$ cat src/rtl/irq_trig_pkg.sv
package irq_trig_pkg;
  localparam int SLEEP_STATES = 3;
  localparam int PWR_W        = $clog2(SLEEP_STATES + 1);
  localparam int CFG_W        = 10;
  localparam int LVL_BIT      = CFG_W;
  localparam int INT_STS_BIT  = CFG_W + 1;
  localparam int WAKE_STS_BIT = CFG_W + 2;
  localparam int REG_W        = CFG_W + 3;

  typedef enum logic [1:0] {
    ACT_LOW  = 2'b00,
    ACT_HIGH = 2'b01,
    ACT_BOTH = 2'b10,
    ACT_RSVD = 2'b11
  } act_e;

  typedef struct packed {
    logic                    out_val;
    logic                    out_en;
    logic [SLEEP_STATES-1:0] wake_en;
    logic                    unmask;
    logic                    int_en;
    act_e                    code;
    logic                    lvl_mode;
  } cfg_t;
endpackage

$ cat src/rtl/irq_evt_detect.sv
module irq_evt_detect
  import irq_trig_pkg::*;
(
  input  logic cur_i,
  input  logic prev_i,
  input  logic lvl_mode_i,
  input  act_e code_i,
  output logic evt_o
);
  always_comb begin
    unique case (code_i)
      ACT_LOW:  evt_o = lvl_mode_i ? ~cur_i : (prev_i & ~cur_i);
      ACT_HIGH: evt_o = lvl_mode_i ?  cur_i : (cur_i & ~prev_i);
      ACT_BOTH: evt_o = lvl_mode_i ? 1'b0   : (cur_i ^ prev_i);
      default:  evt_o = 1'b0;
    endcase
  end
endmodule

$ cat src/rtl/irq_wake_gate.sv
module irq_wake_gate
  import irq_trig_pkg::*;
(
  input  logic [PWR_W-1:0]        pwr_state_i,
  input  logic [SLEEP_STATES-1:0] wake_en_i,
  output logic                    wake_ok_o
);
  always_comb begin
    wake_ok_o = 1'b0;
    for (int k = 0; k < SLEEP_STATES; k++) begin
      if (pwr_state_i == PWR_W'(k + 1)) wake_ok_o = wake_en_i[k];
    end
  end
endmodule

$ cat src/rtl/irq_pin_cell.sv
module irq_pin_cell
  import irq_trig_pkg::*;
(
  input  logic             clk_i,
  input  logic             rst_ni,
  input  logic             level_i,
  input  logic [PWR_W-1:0] pwr_state_i,
  input  logic             wr_i,
  input  logic [REG_W-1:0] wr_data_i,
  output cfg_t             cfg_o,
  output logic             int_sts_o,
  output logic             wake_sts_o,
  output logic             evt_o,
  output logic             pend_o
);
  cfg_t cfg_q;
  logic prev_q, int_q, wake_q;
  logic evt, wake_ok, clr_int, clr_wake;

  irq_evt_detect u_det (
    .cur_i      (level_i),
    .prev_i     (prev_q),
    .lvl_mode_i (cfg_q.lvl_mode),
    .code_i     (cfg_q.code),
    .evt_o      (evt)
  );

  irq_wake_gate u_wake (
    .pwr_state_i (pwr_state_i),
    .wake_en_i   (cfg_q.wake_en),
    .wake_ok_o   (wake_ok)
  );

  assign clr_int  = wr_i & wr_data_i[INT_STS_BIT];
  assign clr_wake = wr_i & wr_data_i[WAKE_STS_BIT];

  // set term sits outside the clear mask: a same-cycle event wins
  always_ff @(posedge clk_i or negedge rst_ni) begin
    if (!rst_ni) begin
      cfg_q  <= '0;
      prev_q <= 1'b0;
      int_q  <= 1'b0;
      wake_q <= 1'b0;
    end else begin
      prev_q <= level_i;
      if (wr_i) cfg_q <= cfg_t'(wr_data_i[CFG_W-1:0]);
      int_q  <= (evt & cfg_q.int_en) | (int_q & ~clr_int);
      wake_q <= (evt & wake_ok) | (wake_q & ~clr_wake);
    end
  end

  assign cfg_o      = cfg_q;
  assign int_sts_o  = int_q;
  assign wake_sts_o = wake_q;
  assign evt_o      = evt;
  assign pend_o     = (int_q & cfg_q.int_en & cfg_q.unmask) | wake_q;
endmodule

$ cat src/rtl/irq_trig_bank.sv
module irq_trig_bank
  import irq_trig_pkg::*;
#(
  parameter int NUM_PINS = 4,
  parameter int SEL_W    = (NUM_PINS > 1) ? $clog2(NUM_PINS) : 1
) (
  input  logic                clk_i,
  input  logic                rst_ni,
  input  logic [NUM_PINS-1:0] pin_level_i,
  input  logic [PWR_W-1:0]    pwr_state_i,
  input  logic                wr_en_i,
  input  logic [SEL_W-1:0]    wr_sel_i,
  input  logic [REG_W-1:0]    wr_data_i,
  input  logic [SEL_W-1:0]    rd_sel_i,
  output logic [REG_W-1:0]    rd_data_o,
  output logic [NUM_PINS-1:0] irq_pend_o,
  output logic [NUM_PINS-1:0] pad_oe_o,
  output logic [NUM_PINS-1:0] pad_out_o
);
  cfg_t                  cfg_v [NUM_PINS];
  logic [NUM_PINS-1:0]   int_sts_v, wake_sts_v, evt_v, int_en_v;
  logic [2*NUM_PINS-1:0] act_code_v;

  for (genvar i = 0; i < NUM_PINS; i++) begin : g_pin
    irq_pin_cell u_cell (
      .clk_i       (clk_i),
      .rst_ni      (rst_ni),
      .level_i     (pin_level_i[i]),
      .pwr_state_i (pwr_state_i),
      .wr_i        (wr_en_i && (wr_sel_i == SEL_W'(i))),
      .wr_data_i   (wr_data_i),
      .cfg_o       (cfg_v[i]),
      .int_sts_o   (int_sts_v[i]),
      .wake_sts_o  (wake_sts_v[i]),
      .evt_o       (evt_v[i]),
      .pend_o      (irq_pend_o[i])
    );
    assign pad_oe_o[i]          = cfg_v[i].out_en;
    assign pad_out_o[i]         = cfg_v[i].out_val;
    assign int_en_v[i]          = cfg_v[i].int_en;
    assign act_code_v[2*i +: 2] = cfg_v[i].code;
  end

  always_comb begin
    rd_data_o = '0;
    for (int i = 0; i < NUM_PINS; i++) begin
      if (rd_sel_i == SEL_W'(i))
        rd_data_o = {wake_sts_v[i], int_sts_v[i], pin_level_i[i], cfg_v[i]};
    end
  end
endmodule

$ cat config.mk
export PLATFORM = sky130hd
export DESIGN_NAME = irq_trig_bank
export DESIGN_NICKNAME = d
export VERILOG_FILES = /design/src/rtl/irq_trig_pkg.sv /design/src/rtl/irq_evt_detect.sv /design/src/rtl/irq_wake_gate.sv /design/src/rtl/irq_pin_cell.sv /design/src/rtl/irq_trig_bank.sv
export SDC_FILE = /design/constraint.sdc
export NUM_CORES = 1
export LEC_CHECK = 0
export BUFFER_PORTS_ARGS = -buffer_cell sky130_fd_sc_hd__buf_2
export CORE_MARGIN = 2
export CORE_UTILIZATION = 60
export CTS_CLUSTER_SIZE = 30
export DETAILED_ROUTE_END_ITERATION = 6
export GPL_TIMING_DRIVEN = 0
export PLACE_DENSITY = 0.84
export SLEW_MARGIN = 20
export SYNTH_ARGS = -nofsm -noshare
export SYNTH_HDL_FRONTEND = slang
export SYNTH_HIERARCHICAL = 1
export SYNTH_SLANG_ARGS = --single-unit
$ cat constraint.sdc
create_clock -name clk_i -period 2.3 [get_ports clk_i]
set_input_delay 0.345 -clock clk_i [delete_from_list [all_inputs] [get_ports clk_i]]
set_output_delay 0.345 -clock clk_i [all_outputs]
set_load 0.03 [all_outputs]
; ---- After elaboration in Yosys (flattened, before gate mapping)
; Cells that the tools add are included.
[op_classes]
bitwise = 72
order_cmp = 0
div = 0
addsub = 0
multipliers = 0
reduce_logical = 10
muxes = 32
n_shift = 0
eq_ne = 17
[op_table]
columns = cell, count
row1 = 13-bit 2-to-1 mux, 4
row2 = 1-bit AND, 40
row3 = 1-bit 2-to-1 mux, 24
row4 = 2-bit == test (second input constant), 10
row5 = 1-bit inverter, 16
row6 = 2-bit by 1-bit == test with 1-bit output (second input constant), 7
row7 = 2-bit logical NOT, 6
row8 = 1-bit OR, 12
row9 = 1-bit one-hot mux with 3 select lines, 4
row10 = 1-bit logical AND, 4
row11 = 1-bit bitwise XOR, 4
[word_totals]
out_inout_bits = 25
reg_bits = 52
latchBits = 0
rom_bits = 0
elab_cells = 171
mem_bits_rw = 0
n_memories = 0
inputBits = 26

; ---- Depth between registers and ports, before layout
; Gate-level depths: netlist of the first run.
[logic_depth]
ltp_word = 6
depth_mapped = 6
mapped_depth_nobuf = 6

; ---- Modules after synthesis
; The synthesis of the first run kept the hierarchy.
[by_module_without_submodules]
columns = mod, area_per_inst_um2, seq_area_each_um2, instances, cells_per_inst
row1 = irq_pin_cell, 483.0, 325.3, 4, 29
row2 = irq_evt_detect, 92.6, 0.0, 4, 11
row3 = irq_trig_bank, 351.6, 0.0, 1, 19
row4 = irq_wake_gate, 23.8, 0.0, 4, 3

; ---- Least setup slack after synthesis of the first run
; Ideal clock, no wire load.
[synth_timing]
path_type = input port to output port
from = input rd_sel_i[0]
to = output rd_data_o[10]
arrival_time_ns = 1.108
path_buffers = 1
setup_slack_ns = 0.847
required_time_ns = 1.955
path_stages = 2
cell_sequence = buf_6 mux4_2
[synth_between]
elab_chain_cells = 5
[synth_lines]
columns = element, line_no
row1 = from (decl), irq_trig_bank.sv:14  ; input logic [SEL_W-1:0] rd_sel_i,
row2 = 2-bit logical NOT, irq_trig_bank.sv:47  ; if (rd_sel_i == SEL_W'(i))
row3 = 13-bit 2-to-1 mux (3 in a row), irq_trig_bank.sv:47
row4 = 13-bit 2-to-1 mux (*), irq_trig_bank.sv:47
row5 = to (decl), irq_trig_bank.sv:15  ; output logic [REG_W-1:0] rd_data_o,
; Every way passes the cells marked *; elsewhere a longest branch is shown, timed or not.

; ---- Worst setup path in the final report of the first run
[layout_timing]
from = register g_pin[0].u_cell.cfg_q (netlist bit g_pin[0].u_cell/cfg_o[0])
to = output rd_data_o[0]
[layout_between]
elab_chain_cells = 4
[layout_lines]
columns = element, line_no
row1 = from (decl), irq_pin_cell.sv:16  ; cfg_t cfg_q;
row2 = from (signal assigned), irq_pin_cell.sv:46  ; if (wr_i) cfg_q <= cfg_t'(wr_data_i[CFG_W-1:0]);
row3 = 13-bit 2-to-1 mux (4 in a row), irq_trig_bank.sv:47
; No other way between the ends.

==> reports/results.txt, run 1 <==
The flow ran to the end, and the final reports show no timing, DRC or antenna violations. Setup violations remaining at the end of the flow were counted as 0. The run gives 0.0006918 V as the peak supply drop.

The distinct cell type count after synthesis came out at 20. The die covers 0.005139 sq mm. In the routed design, unresolved DRC markers number 0.

The maximum number of pins on one net before global-route repair was 53; the area added between synthesis and finish was 14.75%. The worst-margin pin slew is 0.6483 ns. Met2 capacity usage during global routing: 43.83%.

Counting cells, the worst reg-to-reg path comes to 5. After layout, the worst setup slack is 0.4727 ns. Adding up every negative setup slack in the final design gives 0 ns. Of the cells placed in the final design, the portion with a size suffix greater than 1 is 50.40%.

Data arrives at the worst endpoint at 1.48 ns. In this run the tool buffered the top-level ports with 49 buffer cells. Setup repair after global routing left no endpoint under its margin. For this block, the routed nets add up to 5.986 mm of wire. Total power consumption of the routed design: 0.002810 W.

For the synthesized instance count, the log shows 191. The global-route met1 utilization is 34.71%, and the number of nets with antenna violations after routing is 0. The met3 usage in global routing is 4.923%.

The global routing's busiest layer is met2. The first global-routing pass estimated 9.908 mm of wire. On the critical path, the stage with the largest delay is an instance of mux4_1.

The height of the die works out to 71.69 um. The number of nets in the synthesized netlist is 225. Dividing total power by cell area gives a power density of 890.8 mW/mm^2.

Static power due to leakage: 1.461 nW. Broken down by cell family, the worst path's largest delay share belongs to multiplexers. The total overflow left after global routing is 0.

Timing analysis after detailed placement gives a worst setup slack of 0.5156 ns. The total track usage is 25.86%. The critical path is of the reg2out type.

In this run the post-CTS setup repair buffer count came out at 0. Once the floorplan was initialized, standard cells occupied 62.70% of the core. Headroom to the max-slew limit came out at 56.78%.

The clock passes through at most 2 buffers. After clock tree synthesis, the repair step resized 0 gates. Clock tree synthesis found a total of 52 sinks. The count of TritonRoute iterations in the first routing pass was 4. Endpoint class of the critical path: an output pin. The worst hold path class was in2async. For the final RePlAce weighted congestion, the log shows 0.7842. In the final design database the tool counted 281 nets.

The run gives 0 as the number of slew-limit violations in the final report. The sequential share of the synthesized area was 47.34%. The logs give 2 for the number of H-tree levels and 1849 for the detailed-route via count. The tools report the number of antenna violations at the first check in global routing as 0. The later pin in the worst-skew pair is clocked with a latency of 0.31 ns. Detailed placement finished with a half-perimeter wire length of 4.384 mm. Data on the critical path is required at its endpoint by 1.96 ns. Static timing analysis puts the maximum clock frequency at 547.3 MHz. After synthesis the netlist holds a flip-flop and latch count of 52. The top fanout value on the critical path is 6, and the mean instance size in the synthesized netlist is 14.39 sq um. Summing every instance area after synthesis gives 0.002749 sq mm. The violation count after the first detailed-route iteration came out at 80. The worst setup path is launched from a flip-flop. The number of standard-cell rows in the floorplan was 24; the boundary pin count was 51.

Clock tree synthesis inserted a total of 5 buffers. The worst clock skew is 0.005569 ns, and the number of violations of the max-capacitance limit is 0. The largest single stage delay on the critical path is 0.51 ns. Subtracting the final worst setup slack from the clock period gives 1.827 ns. The routed wirelength normalized by instance count was 19.95 um. The horizontal die dimension is 71.69 um. In this run the critical register-to-register path is captured at g_pin[3].u_cell/wake_sts_o. The Yosys step of the flow raised 6 warnings. The tools report the final count of hold timing violations as 0. Traced cell by cell, the critical path runs through mux4_1 -> buf_2. The number of buffers and inverters on the critical path works out to 1.

The tools report the source of the worst register-to-register timing path as g_pin[3].u_cell/prev_q. After clock tree synthesis, the clock-pin slew on the worst setup and hold paths is 0.10 ns. The run gives 1909 as the number of global-route vias before repair.

Dividing the detail-routed via count by the number of cells gives 6.163. TritonCTS built the clock tree. The antenna diode count was 0.

The logs give 0 for the number of hold-repair buffers added at the cts stage and 0.004384 sq mm for the standard cell core area. In the finished design, the share of the clock period the worst path needs comes to 79.45%. Clock tree synthesis selected as its root buffer the cell clkbuf_8. The tools report the reg-to-reg setup timing slack as 0.76 ns.
## flip-flops by register name, summed over array words and instances (netlist names)
name	count
g_pin.u_cell/cfg_o	40
g_pin.u_cell/int_sts_o	4
g_pin.u_cell/prev_q	4
g_pin.u_cell/wake_sts_o	4
## worst register-to-register path, cell delays in order (launching register included)
cell	delay (ns)
dfrtp_1	0.39
ha_1	0.18
and2b_4	0.16
o311ai_2	0.23
o31ai_1	0.19
a22o_1	0.28
## per-layer routing
metal	routed length, um	share of wire [%]
met1	2632	44
met2	3095	52
met3	177	3.0
met4	80	1.3
met5	0	0
## Yosys cell counts
| master | number | area [sq um] |
|---|---|---|
| a22o_1 | 8 | 70.07 |
| a31o_2 | 4 | 35.03 |
| and2b_1 | 4 | 30.03 |
| and2b_4 | 4 | 40.04 |
| and3_1 | 1 | 6.260 |
| and3b_1 | 2 | 17.52 |
| buf_2 | 1 | 5.000 |
| buf_6 | 5 | 56.30 |
| dfrtp_1 | 52 | 1301 |
| ha_1 | 8 | 100.1 |
| inv_1 | 12 | 45.04 |
| mux2_2 | 40 | 450.4 |
| mux2i_1 | 12 | 120.1 |
| mux4_1 | 3 | 78.83 |
| mux4_2 | 10 | 225.2 |
| nand2_1 | 12 | 45.04 |
| nor3b_1 | 1 | 7.510 |
| o21ai_0 | 4 | 20.02 |
| o311ai_2 | 4 | 65.06 |
| o31ai_1 | 4 | 30.03 |
## cells in the final DEF, fill, tap and decap left out
cell type / netlist / routed
and3_1: 1 / 1
buf_2: 1 / 49
buf_4: 0 / 1
and3b_1: 2 / 2
a31o_2: 4 / 4
a22o_1: 8 / 8
dfrtp_1: 52 / 52
mux2_2: 40 / 40
ha_1: 8 / 8
mux2i_1: 12 / 12
and2b_4: 4 / 4
o21ai_0: 4 / 4
nor3b_1: 1 / 1
mux4_1: 3 / 3
clkinv_4: 0 / 1
nand2_1: 12 / 12
o311ai_2: 4 / 4
clkinvlp_4: 0 / 2
and2b_1: 4 / 4
buf_6: 5 / 5
clkbuf_8: 0 / 5
mux4_2: 10 / 10
inv_1: 12 / 12
o31ai_1: 4 / 4
## worst max-delay path by stage
stage | from | endpoint | cells past startpoint
2_1_floorplan | rd_sel_i[0] | rd_data_o[10] | 2
3_3_place_gp | rd_sel_i[0] | rd_data_o[11] | 4
3_5_place_dp | rd_sel_i[0] | rd_data_o[11] | 4
4_1_cts | g_pin[1].u_cell/cfg_o[0] | rd_data_o[0] | 2
5_1_grt | g_pin[1].u_cell/cfg_o[0] | rd_data_o[0] | 2
6_report | g_pin[0].u_cell/cfg_o[0] | rd_data_o[0] | 2
## stage by stage
| stage | std cells | instance area [sq um] | hold slack [ns] | util, % |
|---|---|---|---|---|
| global placement | 292 | 3059 | 0.5035 | 69.78 |
| finish | 300 | 3154 | 0.04574 | 71.95 |
| floorplan | 191 | 2749 | 0.04941 | - |
| CTS | 300 | 3154 | 0.07223 | 71.95 |
| global route | 300 | 3154 | 0.09971 | 71.95 |
| detailed placement | 292 | 3062 | 0.4172 | 69.83 |
## kinds of logic after synthesis
kind of cell	count (synthesis)	share of synthesized area [%]
DFF	52	47.34
muxes	65	31.82
adders and majority gates	8	3.641
and+or+nand+nor	24	5.326
buffers and inverters	18	3.868
AOI/OAI and AO/OA	24	8.011
## power by group
group | switching [W] | total [W] | leakage, nW | internal, W
logic | 0.000528 | 0.000968 | 0.816 | 0.000440
clock network | 0.000318 | 0.000533 | 0.0404 | 0.000216
registers | 0.000195 | 0.00131 | 0.605 | 0.00111
## final cells by class
cell class / instances / area (sq um)
clock inverters: 3 / 23.77
multi-input cells: 121 / 1341
inverters: 12 / 45.04
fillers: 311 / 1230
clock buffers: 5 / 68.82
plain buffers: 6 / 61.31
repair buffers: 49 / 247.7
well taps: 52 / 65.06
flip-flops and latches: 52 / 1301
Note: power is estimated with default switching activity, not from simulation.
==> run 2, diff against run 1 <==
- CORE_UTILIZATION: 60 -> 55
- PLACE_DENSITY: 0.84 -> 0.78
- clock period: 2.3 -> 1.74 ns (I/O delays scaled with it)
==> run 2 against run 1 <==
  * The run now ends with negative hold slack left
  * Critical path depth unchanged
  * Sequential share of layout area fell by 0.46 points
  * Flip-flop and latch count unchanged
  * Die area increased by 8.6%
  * Clock power grew 33%
  * Via count is 1.7% lower
  * Cell count is 6.0% higher
  * First-iteration DRC count rose by 38%
  * Highest routed layer unchanged
  * Non-clock buffer count is 3 higher
  * Utilization decreased by 5.0 points
  * Critical endpoint unchanged
  * Count of clock-buffer cells in the layout increased by 2
  * Critical path type unchanged
==> reports/results.txt, run 2 (synthesis results as in run 1) <==
The run finished, with violations left. The final reports fail on negative hold slack. The run gives 358 (+15%) as the number of fill cells in the layout. The number of H-tree levels was 2 (unchanged). The static power due to leakage was 1.476 nW (+0.99%); the routed wirelength normalized by instance count was 18.14 um (-9.1%). Internal power of the cells: 0.002396 W (+35%). Total number of clock tree sinks: 52 (unchanged). Area added between synthesis and finish: 16.48%.

The global-route congestion overflow total is 0 (unchanged). The detail-routed via count per cell was 5.714 (-7.3%). The required time of the critical path was 1.48 ns (-0.48 ns); the routed wire length was 5.769 mm (-3.6%).

Number of global-route vias before repair: 1796 (-5.9%). The logs give 0 (unchanged) for the number of hold-repair buffers added at the cts stage and 51 (unchanged) for the boundary pin count. The logic depth of the worst register-to-register path works out to 5 (unchanged). The share of the clock period used by the worst path after layout works out to 98.43%. STA classifies the critical path endpoint as an output pin. The timing-limited maximum frequency was 583.9 MHz; the number of slew-limit violations in the final report was 0 (unchanged). The worst hold path class is in2async. The total power per unit cell area is 1160 mW/mm^2 (+30%), and the count of TritonRoute iterations in the first routing pass is 4 (unchanged). The remaining routing DRC violations was 0 (unchanged); the port buffer count was 49 (unchanged). For the number of antenna violations at the first check in global routing, the log shows 0 (unchanged). Maximum number of pins on one net before global-route repair: 53 (unchanged). For the buffer depth of the longest clock path, the log shows 2 (unchanged). The share of layout cells above drive strength 1 was 52.19% (+1.8 points); the worst clock skew was 0.006120 ns (+0.0005514 ns). For the combinational power share, the log shows 34.6% (about the same). The clock transition at the registers of the reported paths is 0.09 ns (about the same), and the global-route wire length before repair is 9.183 mm (-7.3%). The run gives 0.30 ns (about the same) as the clock latency reported for the late side of the worst-skew pair.

The worst setup path is of the reg2out kind. The top cell types in the final layout, fill and taps aside, are 49 x buf_2, 48 x dfrtp_1, 40 x mux2_2. The run gives 4.150 mm (-5.3%) as the half-perimeter wire length after placement.

The number of standard-cell rows in the floorplan is 25 (+4.2%). The minimum hold slack was -0.02295 ns (-0.06870 ns). The detailed-route via count was 1817 (-1.7%); the switching share of power was 35.51% (-1.5 points).

The worst-case headroom to the max-slew limit is 56.54% (-0.24 points). Setup repair after global routing left no endpoint under its margin. Top fanout value on the critical path: 5 (-1). The portion of total power attributed to sequential cells is 46.3% (-0.3 points), and the peak supply drop is 0.0007779 V (+12%). The proportion of power drawn by the clock network is 19.1% (about the same).

The run gives 284 (+1.1%) as the net total in the final layout. The run gives 0.22 ns (-0.54 ns) as the reg-to-reg setup timing slack. Leaving out fill and tap cells, the most frequent cell in the layout is buf_2.

The post-route setup TNS was 0 ns (unchanged). The tools report the number of violations of the max-capacitance limit as 0 (unchanged). Total power consumption of the routed design: 0.003715 W (+32%). The logs give 22.61% (-3.2 points) for the total track usage and 1.45 ns (-0.03 ns) for the arrival time of data at the critical path endpoint. Antenna diode count: 0 (unchanged). The routed design could run at a clock period as short as 1.713 ns. Clock tree root driver cell: clkbuf_8.

The number of setup violations in the final report was 0 (unchanged); the flip-flop count of the largest register, all copies and words added was 40 (unchanged). The horizontal die dimension is 74.70 um (+4.2%). Number of nets with antenna violations after routing: 0 (unchanged).

The height of the die was 74.70 um (+4.2%); the total die area was 0.005579 sq mm (+8.6%). TritonCTS built the clock tree. The tools report the effective utilization at floorplan as 57.44% (-5.3 points). The standard cell core area is 0.004786 sq mm (+9.2%), and the worst-margin pin slew is 0.6519 ns (+0.003608 ns). Number of buffers created by CTS: 5 (unchanged).

The final count of hold timing violations was 32 (+32); the violation count after the first detailed-route iteration was 110 (+38%). The run gives 0.7834 (-0.10%) as the final RePlAce weighted congestion. The worst setup path is launched from a flip-flop. The tools report the switching power of the nets as 0.001319 W (+27%).
-- run 2: what timing repair did --
action | 4_1_cts | 5_1_grt
setup buffers | 0 | 3
setup endpoints to repair | 1 | 1
resized for setup | 1 | 3
-- run 2: metrics by stage --
stage | instances | worst slack, ns | utilization (%) | cell area [sq um] | hold WS, ns
after floorplan | 191 | 0.3918 | - | 2749 | -0.03459
after global placement | 307 | 0.09156 | 64.31 | 3078 | 0.4375
after detailed placement | 307 | 0.1075 | 64.37 | 3080 | 0.3336
after CTS | 315 | 0.005181 | 66.35 | 3176 | 0.003926
after global routing | 318 | 0.005689 | 66.90 | 3202 | 0.03737
final | 318 | 0.02732 | 66.90 | 3202 | -0.02295
-- run 2: worst paths after layout --
check	from	endpoint
max	g_pin[1].u_cell/cfg_o[0]	rd_data_o[0]
max in group asynchronous	rst_ni	g_pin[3].u_cell/cfg_o[0]
min	rst_ni	g_pin[0].u_cell/cfg_o[2]
min in group clk_i	pin_level_i[2]	g_pin[2].u_cell/prev_q
max reg2reg	g_pin[0].u_cell/cfg_o[0]	g_pin[0].u_cell/wake_sts_o
min reg2reg	g_pin[0].u_cell/int_sts_o	g_pin[0].u_cell/int_sts_o
-- run 2: layer usage --
metal / share of wire, % / track usage (%) / wire length, um / vias to the layer above
met5: 0 / 0 / 0 / -
met2: 48 / 35.10 / 2794 / 59
li1: - / - / - / 832
met3: 5.3 / 5.355 / 303 / 8
met1: 45 / 32.43 / 2582 / 918
met4: 1.5 / 6.349 / 89 / 0
-- run 2: power by group through the flow --
stage               combinational (W)  sequential (W)  clock (W)
floorplan                    0.000875         0.00173          0
global placement              0.00124         0.00172          0
detailed placement            0.00126         0.00174          0
CTS                           0.00127         0.00172   0.000727
global route                  0.00137         0.00176   0.000782
finish                        0.00129         0.00172   0.000708
-- run 2: cell type report --
class                   instances  area, sq um  share of cell area, %
multi-input cells             121         1341                  41.89
flip-flops and latches         52         1306                  40.80
repair buffers                 52        270.3                  8.441
clock buffers                   7        86.33                  2.696
well taps                      67        83.83                  2.618
plain buffers                   6        61.31                  1.915
inverters                      12        45.04                  1.407
clock inverters                 1        7.507                 0.2345
-- run 2: worst max-delay path, cell delays in order, from the launching register on --
cell     delay, ns
dfrtp_2       0.44
mux4_1        0.52
buf_2         0.20
==> run 3, diff against run 2 <==
- clock period: 1.74 -> 1.9 ns (I/O delays scaled with it)
==> run 3 against run 2 <==
  * The flow now finishes without violations
  * Cell area shrank 0.86%
  * Critical path depth did not move
  * Power is 9.0% lower
  * Cell count shrank 0.94%
  * Worst setup slack gained 0.10 ns
  * Register-to-register slack better by 0.21 ns
  * Clock skew decreased by 0.00072 ns
  * Critical path type unchanged
==> reports/results.txt, run 3 (synthesis results as in run 1) <==
The run gives 5 (unchanged) as the number of buffers created by CTS. Number of setup violations in the final report: 0 (unchanged). The global-route wire length before repair is 9.183 mm (unchanged), and the maximum number of pins on one net before global-route repair is 53 (unchanged). The logs give 22.61% (unchanged) for the total track usage and 0.003380 W (-9.0%) for the total power consumption of the routed design.

The standard cell core area is 0.004786 sq mm (unchanged), and the worst-case headroom to the max-slew limit is 56.35% (-0.19 points). The internal power of the cells was 0.002176 W (-9.2%); the worst-margin pin slew was 0.6548 ns (+0.002920 ns). The worst hold path belongs to the class in2async.

The logs give 1.62 ns (+0.14 ns) for the required time of the critical path and 19.2% (about the same) for the proportion of power drawn by the clock network. The run gives 0 (unchanged) as the antenna diode count. Most common library cell in the layout ignoring fill and taps: dfrtp_1. Compared with the post-synthesis result, the final layout area differs by 15.48%.

The final count of hold timing violations is 0 (-100%), and the post-route setup TNS is 0 ns (unchanged). The remaining routing DRC violations was 0 (unchanged); the number of nets with antenna violations after routing was 0 (unchanged). The tools report the net total in the final layout as 281 (-1.1%). For the post-route worst setup slack, the log shows 0.1269 ns (+0.09959 ns). The global-route congestion overflow total was 0 (unchanged); the effective utilization at floorplan was 57.44% (unchanged). Of the available clock period, the critical path in the final layout requires 93.32%. The number of fill cells in the layout was 362 (+1.1%); the worst slack after detailed placement was 0.2195 ns (+0.1120 ns). The run gives 0 (unchanged) as the number of antenna violations at the first check in global routing. The combinational power share is 34.1% (-0.5 points).

The worst clock skew came out at 0.005401 ns (-0.0007198 ns). The tools report the post-CTS setup-driven buffer insertion count as 0 (unchanged). The flip-flop count of the largest register, all copies and words added works out to 40 (unchanged). The routed wirelength normalized by instance count is 18.23 um (+0.46%). In the layout the commonest cells are 52 x dfrtp_1, 49 x buf_2, 40 x mux2_2. The number of global-route vias before repair came out at 1796 (unchanged).

The worst setup path is launched from a flip-flop. The critical path is of the reg2out type. Setup repair after global routing left no endpoint under its margin. Top fanout value on the critical path: 6 (+1).

The static power due to leakage came out at 1.465 nW (-0.70%). For the half-perimeter wire length after placement, the log shows 4.150 mm (unchanged). The worst setup path is captured at an output pin. Timing would allow up to 564.0 MHz. The number of violations of the max-capacitance limit is 0 (unchanged), and the arrival time of data at the critical path endpoint is 1.49 ns (+0.04 ns).

The number of H-tree levels is 2 (unchanged), and the final RePlAce weighted congestion is 0.7834 (unchanged). The run gives 0.005579 sq mm (unchanged) as the total die area. The tools report the portion of total power attributed to sequential cells as 46.7% (+0.4 points).

The run gives 66.33% (-0.58 points) as the fraction of the core area covered by cells at the end of the flow. The clock transition at the registers of the reported paths was 0.09 ns (about the same); the total power per unit cell area was 1065 mW/mm^2 (-8.2%). The height of the die came out at 74.70 um (unchanged). The run gives 1788 (-1.6%) as the detailed-route via count.

For the reg-to-reg setup timing slack, the log shows 0.43 ns (+0.21 ns). The clock tree root driver cell is clkbuf_8. The tools report the switching power of the nets as 0.001205 W (-8.7%). The detail-routed via count per cell was 5.676 (-0.66%). The routed wire length came out at 5.741 mm (-0.49%).

The logs give 0.0007116 V (-8.5%) for the peak supply drop and 0 (unchanged) for the number of hold-repair buffers added at the cts stage. The tools report the number of slew-limit violations in the final report as 0 (unchanged). TritonCTS built the clock tree. The count of TritonRoute iterations in the first routing pass was 4 (unchanged); the post-cts resize count was 0 (-1). The run gives 25 (unchanged) as the number of standard-cell rows in the floorplan.

The clock latency reported for the late side of the worst-skew pair is 0.30 ns (about the same). The buffer depth of the longest clock path was 2 (unchanged); the post-route minimum period was 1.773 ns. The run finished with clean final reports. The boundary pin count was 51 (unchanged); the share of layout cells above drive strength 1 was 50.00% (-2.2 points). The port buffer count came out at 49 (unchanged).

The switching share of power was 35.64% (+0.12 points). The violation count after the first detailed-route iteration was 98 (-11%); the horizontal die dimension was 74.70 um (unchanged). The total number of clock tree sinks is 52 (unchanged).
-- run 3: cell count changes in the layout (fill, tap and decap cells not counted), sizes merged --
| cell | previous run | this run |
|---|---|---|
| buf | 58 | 55 |
-- run 3: routing by layer --
layer	routed length, um	track usage, %	vias to the layer above
met4	88	6.349	0
met1	2600	32.43	897
met5	0	0	-
li1	-	-	827
met2	2750	35.10	56
met3	301	5.355	8
-- run 3: worst max-delay path, stage by stage, from the launching register on --
cell,delay (ns)
dfrtp_1,0.46
mux4_1,0.53
buf_2,0.20
-- run 3: per-stage QoR --
| stage | area, sq um | std cells | hold slack [ns] |
|---|---|---|---|
| floorplan | 2749 | 191 | -0.01059 |
| global placement | 3078 | 307 | 0.4615 |
| detailed placement | 3080 | 307 | 0.3576 |
| CTS | 3174 | 315 | 0.02795 |
| global route | 3174 | 315 | 0.06142 |
| finish | 3174 | 315 | 0.004973 |
-- run 3: final timing paths --
kind | startpoint | end | cells after the start
worst min-delay path | rst_ni | g_pin[0].u_cell/cfg_o[2] | 1
worst min register to register | g_pin[0].u_cell/int_sts_o | g_pin[0].u_cell/int_sts_o | 1
max in group asynchronous | rst_ni | g_pin[1].u_cell/cfg_o[4] | 1
worst max-delay path | g_pin[0].u_cell/cfg_o[0] | rd_data_o[0] | 2
min in group clk_i | pin_level_i[2] | g_pin[2].u_cell/prev_q | 1
worst max register to register | g_pin[0].u_cell/prev_q | g_pin[0].u_cell/wake_sts_o | 5
-- run 3: final cells by class --
| class | instances | area, sq um | share of cell area, % |
|---|---|---|---|
| flip-flops and latches | 52 | 1301 | 40.99 |
| repair buffers | 49 | 247.7 | 7.805 |
| clock inverters | 1 | 7.507 | 0.2365 |
| clock buffers | 7 | 86.33 | 2.720 |
| inverters | 12 | 45.04 | 1.419 |
| multi-input cells | 121 | 1341 | 42.25 |
| well taps | 67 | 83.83 | 2.641 |
| plain buffers | 6 | 61.31 | 1.931 |
-- run 3: power groups by stage --
| stage | Clock, W | Sequential (W) | Combinational (W) |
|---|---|---|---|
| 4_1_cts | 0.000666 | 0.00157 | 0.00116 |
| 5_1_grt | 0.000716 | 0.00162 | 0.00123 |
| 3_3_place_gp | 0 | 0.00158 | 0.00114 |
| 3_5_place_dp | 0 | 0.00159 | 0.00116 |
| 2_1_floorplan | 0 | 0.00158 | 0.000801 |
| 6_report | 0.000649 | 0.00158 | 0.00115 |
